===== config.mk =====
export PLATFORM = sky130hd
export DESIGN_NAME = tc_branch_unit
export DESIGN_NICKNAME = d
export VERILOG_FILES = /design/src/rtl/tc_branch_pkg.sv /design/src/rtl/tc_decode.sv /design/src/rtl/tc_cond_eval.sv /design/src/rtl/tc_branch_unit.sv
export SDC_FILE = /design/constraint.sdc
export NUM_CORES = 1
export LEC_CHECK = 0
export BUFFER_PORTS_ARGS = -buffer_cell sky130_fd_sc_hd__buf_2
export CORE_ASPECT_RATIO = 0.9
export CORE_MARGIN = 4
export CORE_UTILIZATION = 55
export DETAILED_ROUTE_END_ITERATION = 16
export GPL_ROUTABILITY_DRIVEN = 0
export GPL_TIMING_DRIVEN = 0
export HOLD_SLACK_MARGIN = 0.06
export PLACE_DENSITY = 0.8
export SKIP_LAST_GASP = 1
export SYNTH_ARGS = -nofsm -noshare
export SYNTH_HDL_FRONTEND = slang
export SYNTH_SLANG_ARGS = --single-unit

===== constraint.sdc =====
create_clock -name clk -period 4.15 [get_ports clk]
set_input_delay 0.2075 -clock clk [delete_from_list [all_inputs] [get_ports clk]]
set_output_delay 0.2075 -clock clk [all_outputs]
set_load 0.05 [all_outputs]

===== src/rtl/tc_branch_pkg.sv =====
package tc_branch_pkg;

    // instruction class value in command bits 31:30
    localparam logic [1:0] CLASS_FLOW = 2'b10;

    typedef enum logic [1:0] {
        OP_JUMP   = 2'b00,
        OP_CALL   = 2'b01,
        OP_RETURN = 2'b10,
        OP_INT    = 2'b11
    } tc_op_e;

    typedef enum logic {
        ST_IDLE = 1'b0,
        ST_WAIT = 1'b1
    } tc_state_e;

    typedef struct packed {
        logic       legal;
        tc_op_e     op;
        logic [2:0] want_phase;
        logic       on_true;
        logic       use_data;
        logic       use_phase;
        logic       need_req;
        logic [7:0] skip_mask;
        logic [7:0] ref_byte;
    } tc_instr_t;

endpackage


===== src/rtl/tc_decode.sv =====
module tc_decode
    import tc_branch_pkg::*;
(
    input  logic [31:0] cmd_word,
    output tc_instr_t   instr
);
    logic [1:0] cls;
    logic [2:0] opc;
    logic [3:0] rsvd;

    always_comb begin
        cls  = cmd_word[31:30];
        opc  = cmd_word[29:27];
        rsvd = cmd_word[23:20];
        instr.legal      = (cls == CLASS_FLOW) && (rsvd == 4'd0) && !opc[2];
        instr.op         = tc_op_e'(opc[1:0]);
        instr.want_phase = cmd_word[26:24];
        instr.on_true    = cmd_word[19];
        instr.use_data   = cmd_word[18];
        instr.use_phase  = cmd_word[17];
        instr.need_req   = cmd_word[16];
        instr.skip_mask  = cmd_word[15:8];
        instr.ref_byte   = cmd_word[7:0];
    end
endmodule


===== src/rtl/tc_cond_eval.sv =====
module tc_cond_eval
    import tc_branch_pkg::*;
#(
    parameter int BYTE_W  = 8,
    parameter int PHASE_W = 3
) (
    input  tc_instr_t            instr,
    input  logic [BYTE_W-1:0]    first_byte,
    input  logic [PHASE_W-1:0]   bus_phase,
    output logic                 take
);
    logic [BYTE_W-1:0] diff;
    logic data_ok;
    logic phase_ok;
    logic cond;

    always_comb begin
        diff     = (first_byte ^ instr.ref_byte) & ~instr.skip_mask;
        data_ok  = !instr.use_data  || (diff == '0);
        phase_ok = !instr.use_phase || (bus_phase == instr.want_phase);
        cond     = data_ok && phase_ok;
        take     = (cond == instr.on_true);
    end
endmodule


===== src/rtl/tc_branch_unit.sv =====
module tc_branch_unit
    import tc_branch_pkg::*;
#(
    parameter int PTR_W       = 32,
    parameter int INSTR_BYTES = 8,
    parameter int SIR_BIT     = 2
) (
    input  logic              clk,
    input  logic              rst_n,
    input  logic              start,
    input  logic [31:0]       cmd_word,
    input  logic [PTR_W-1:0]  dest_word,
    input  logic [PTR_W-1:0]  cur_ptr,
    input  logic [7:0]        first_byte,
    input  logic [2:0]        bus_phase,
    input  logic              req_valid,
    input  logic              status_clr,
    output logic              busy,
    output logic              done,
    output logic              taken,
    output logic [PTR_W-1:0]  new_ptr,
    output logic [PTR_W-1:0]  ret_ptr,
    output logic [7:0]        irq_status
);
    localparam logic [PTR_W-1:0] STEP = PTR_W'(INSTR_BYTES);

    typedef struct packed {
        tc_state_e        st;
        tc_instr_t        ins;
        logic [PTR_W-1:0] dest;
        logic [PTR_W-1:0] base;
        logic [PTR_W-1:0] nptr;
        logic [PTR_W-1:0] ret;
        logic             sir;
        logic             done;
        logic             taken;
    } regs_t;

    regs_t q, d;

    tc_instr_t        live_ins;
    tc_instr_t        eval_ins;
    logic [PTR_W-1:0] eval_dest;
    logic [PTR_W-1:0] eval_base;
    logic             take;

    tc_decode u_dec (
        .cmd_word (cmd_word),
        .instr    (live_ins)
    );

    always_comb begin
        if (q.st == ST_WAIT) begin
            eval_ins  = q.ins;
            eval_dest = q.dest;
            eval_base = q.base;
        end else begin
            eval_ins  = live_ins;
            eval_dest = dest_word;
            eval_base = cur_ptr;
        end
    end

    tc_cond_eval #(.BYTE_W(8), .PHASE_W(3)) u_cond (
        .instr      (eval_ins),
        .first_byte (first_byte),
        .bus_phase  (bus_phase),
        .take       (take)
    );

    always_comb begin
        logic exec;
        logic set_sir;
        d       = q;
        d.done  = 1'b0;
        exec    = 1'b0;
        set_sir = 1'b0;

        case (q.st)
            ST_IDLE: begin
                if (start && live_ins.legal) begin
                    d.ins  = live_ins;
                    d.dest = dest_word;
                    d.base = cur_ptr;
                    if (live_ins.need_req) d.st = ST_WAIT;
                    else                   exec = 1'b1;
                end
            end
            ST_WAIT: begin
                if (req_valid) begin
                    exec = 1'b1;
                    d.st = ST_IDLE;
                end
            end
            default: d.st = ST_IDLE;
        endcase

        if (exec) begin
            d.done  = 1'b1;
            d.taken = take;
            d.nptr  = eval_base + STEP;
            if (take) begin
                case (eval_ins.op)
                    OP_JUMP:   d.nptr = eval_dest;
                    OP_CALL: begin
                        d.ret  = eval_base + STEP;
                        d.nptr = eval_dest;
                    end
                    OP_RETURN: d.nptr = q.ret;
                    OP_INT:    set_sir = 1'b1;
                    default:   d.nptr = eval_base + STEP;
                endcase
            end
        end

        if (set_sir)         d.sir = 1'b1;
        else if (status_clr) d.sir = 1'b0;
    end

    always_ff @(posedge clk or negedge rst_n) begin
        if (!rst_n) q <= '0;
        else        q <= d;
    end

    always_comb begin
        busy       = (q.st == ST_WAIT);
        done       = q.done;
        taken      = q.taken;
        new_ptr    = q.nptr;
        ret_ptr    = q.ret;
        irq_status = 8'(q.sir) << SIR_BIT;
    end
endmodule


==> flow_summary_export.csv <==
group,metric,value,unit
outcome,status,"completed",
logic_synthesis,netlist_area,0.008690,mm²
clocking,cts_tree,"yes",
sta,maxSlewViolCount,0,
setup_path,cpMostUsedCell,"buf_6",
route,avgViaCountPerCell,5.759,
placed_design,port_buffers,179,
logic_synthesis,yosysTopAreaCell,"dfrtp_1",
die,core,0.01544,mm²
placed_design,dp_hpwl,17560,µm
logic_synthesis,synth_edf_count,0,
job,maxCapViolations,0,
route,drtIter0Drc,727,
sta,slew_headroom,0.3957,
clocking,cts_root_buf,"clkbuf_16",
final_layout,layoutNonFillerInstCount,1322,
setup_path,critPathTopFamily,"buffers and inverters",
sta,fin_worst_skew,0.004602,ns
global_route,overflow,0,
logic_synthesis,synth_xor_area_frac,0.04939,
setup_path,arrival,4.28,ns
setup_path,crit_type,"register to register",
clocking,clk_pin_slew,0.06,ns
setup_path,worst-r2r-setup-slack,0.15,ns
placed_design,place_area,0.009894,mm²
final_layout,num-fill-cells,1085,
placed_design,dpl.cell_count,1212,
die,die_x,140.5,µm
setup_path,cp_slowest_cell,"dfrtp_1",
die,ios,187,
route,wirelength,25200,µm
die,rows,43,
route,wl_per_cell,19.06,µm
logic_synthesis,ys_seq_area_frac,0.4492,
sta,setup_viol,0,
route,vias,7613,
clocking,insertion_delay,0.43,ns
global_route,busiest_layer,"met2",
logic_synthesis,async_reset_ff_frac,1.000,
global_route,use_met3,0.07036,
route,dr.pass1.iters,5,
global_route,grt_first_pass_wirelength,40190,µm
min_path,hp-class,"input port to register",
setup_path,crit_chain,"buf_6 > buf_6 > buf_2 > clkbuf_4 > buf_4 > buf_6 > mux2_2 > ha_1 > nand4b_1 > a22oi_2 > and2_2 > clkbuf_4 > nor4b_2 > xor2_1 > o221ai_1",
final_layout,final_cell_mix,"buf_2 (185), dfrtp_1 (156), mux2_2 (93)",
power,p_leak,5.467,nW
global_route,use_met1,0.3694,
placed_design,dp_slack,-0.5931,ns
setup_path,worst_path_largest_cell_delay,0.37,ns
route,ant_nets,0,
sta,grt_setup_unrepaired,"no",
sta,finalHoldViolCount,0,
setup_path,critPathLaunch,"busy",
sta,fmax,250.1,MHz
global_route,grt_use_total,0.2862,
sta,worst_hold_slack,0.07278,ns
die,die_y,127.2,µm
sta,finalWorstSetupSlack,0.1518,ns
route,remaining_drc_errors,0,
logic_synthesis,synth_fa_ha_area_frac,0.001440,
setup_path,crit_fanout,10,
logic_synthesis,avgSynthCellArea,10.55,µm²
die,start_util,0.5628,
setup_path,endpoint,"new_ptr[31]",
setup_path,required,4.43,ns
clocking,h-tree-depth,4,
setup_path,worst-path-buf-inv,7,
logic_synthesis,syn_inst,824,
setup_path,r2r_start,"busy",
clocking,cts.sinks,156,
logic_synthesis,muxShareOfSynthArea,0.1931,
final_layout,final_common_cell,"buf_2",
logic_synthesis,ys_seq_elements,156,
logic_synthesis,yosys.area_share.simple,0.08495,
logic_synthesis,synth_area_leaders,"dfrtp_1 (45%), mux2_2 (12%), mux2i_1 (6.9%), buf_4 (6.2%), nand2_1 (3.7%)",
sta,min_period_over_period,0.9634,
final_layout,fin_area,0.01137,mm²
final_layout,antenna_cells,0,
clocking,numCtsBuffers,17,
logic_synthesis,synth-main-ff-cell,"dfrtp_1",
power,power_density,380.6,mW/mm²
global_route,gr-usage-met2,0.4623,
logic_synthesis,ys_warn_count,0,
clocking,cts_buffer_depth,2,
global_route,grt_pass1_vias,7679,
die,die_area,0.01788,mm²
setup_path,crit_path_end_kind,"register",
sta,worst_pin_slew,0.9065,ns
final_layout,drive_gt1_frac,0.3589,
setup_path,r2r-end,"new_ptr[31]",
setup_path,crit_path_start_kind,"register",
sta,layout_min_cycle_time,3.998,ns
logic_synthesis,synth_top_area_frac,0.4492,
logic_synthesis,synth_compound_area_frac,0.1281,
min_path,hold_path_startpoint,"cur_ptr[12]",
logic_synthesis,synthDistinctLibCells,55,
global_route,grt_max_degree,95,
final_layout,syn2layout_area_growth,30.83,%
final_layout,final_nets,1221,
setup_path,rr_worst_depth,15,
global_route,antenna_found_initial,0,
setup_path,path_depth,15,
logic_synthesis,synth_top_family_by_area,"multiplexers",
sta,setup_tns,0,ns
power,vdd_drop_max,0.3042,mV
[cell families (layout without fill, tap and decap cells)]
kind of cell    count (synthesis)  after routing
compound gates                175            175
xor+xnor                       49             49
fa+ha+maj                       1              1
buf+inv                       128            418
flops                         156            156
mux                           155            155
other cells                     1              7
simple gates                  159            159
[registers in the layout (all words and copies together), names as in the netlist]
register    count
new_ptr        32
taken           1
ret_ptr        32
q              88
irq_status      1
busy            1
done            1
[stage by stage]
step	util	total power, W
2_1_floorplan	-	0.002355
3_3_place_gp	0.6386	0.002586
3_5_place_dp	0.6408	0.002614
4_1_cts	0.7350	0.004328
5_1_grt	0.7362	0.004480
6_report	0.7362	0.004327
[layout make-up]
class                      count  area (µm²)  area share
tap                          202       252.7     0.02223
clock buffer                  24       491.7     0.04325
timing repair buffer         260        1730      0.1522
multi-input combinational    546        4031      0.3546
sequential                   156        3904      0.3434
inverter                       6       22.52    0.001981
buffer                       121       800.8     0.07044
clock inverter                 7       135.1     0.01189
[power by group]
part,internal (W),switching [W],leakage (nW)
registers,0.00166,0.0000934,2.12
logic,0.000370,0.000543,3.03
clock network,0.00106,0.000599,0.310
[synth_stat cells (3+ instances only)]
library cell  instances
a21oi_1              20
and2_1                4
buf_2                12
buf_4                72
buf_6                 6
clkbuf_1             30
dfrtp_1             156
inv_1                 5
mux2_2               93
mux2i_1              60
nand2_1              85
nand3_1              13
nand3b_1              5
nand4_1               7
nand4b_1              4
nor2_1               25
nor2b_1               4
nor4b_1               3
nor4bb_1              3
o21ai_0              56
o21ai_1              31
o221ai_1             30
o22ai_1               9
xnor2_1              32
xor2_1               17
[routing by layer]
| metal | part of all wire | wire length, µm | vias up |
|---|---|---|---|
| li1 | - | - | 3456 |
| met1 | 0.40 | 10030 | 3650 |
| met2 | 0.47 | 11960 | 421 |
| met3 | 0.091 | 2303 | 86 |
| met4 | 0.036 | 908 | 0 |
| met5 | 0 | 0 | - |
[how the worst min path moves through the flow]
stage | to | slack [ns] | depth (start not counted)
2_1_floorplan | busy | -0.09 | 0
3_3_place_gp | irq_status[2] | 0.41 | 2
3_5_place_dp | q[101] | 0.36 | 1
4_1_cts | q[79] | 0.06 | 2
5_1_grt | q[79] | 0.07 | 2
6_report | q[79] | 0.07 | 2
[timing repair]
action,4_1_cts,5_1_grt
gates resized for setup,9,6
pin swaps,0,2
endpoints found under the hold margin,171,0
setup buffers,0,0
hold buffers,80,0
setup endpoints to repair,20,11
(Power assumes the default switching activity.)
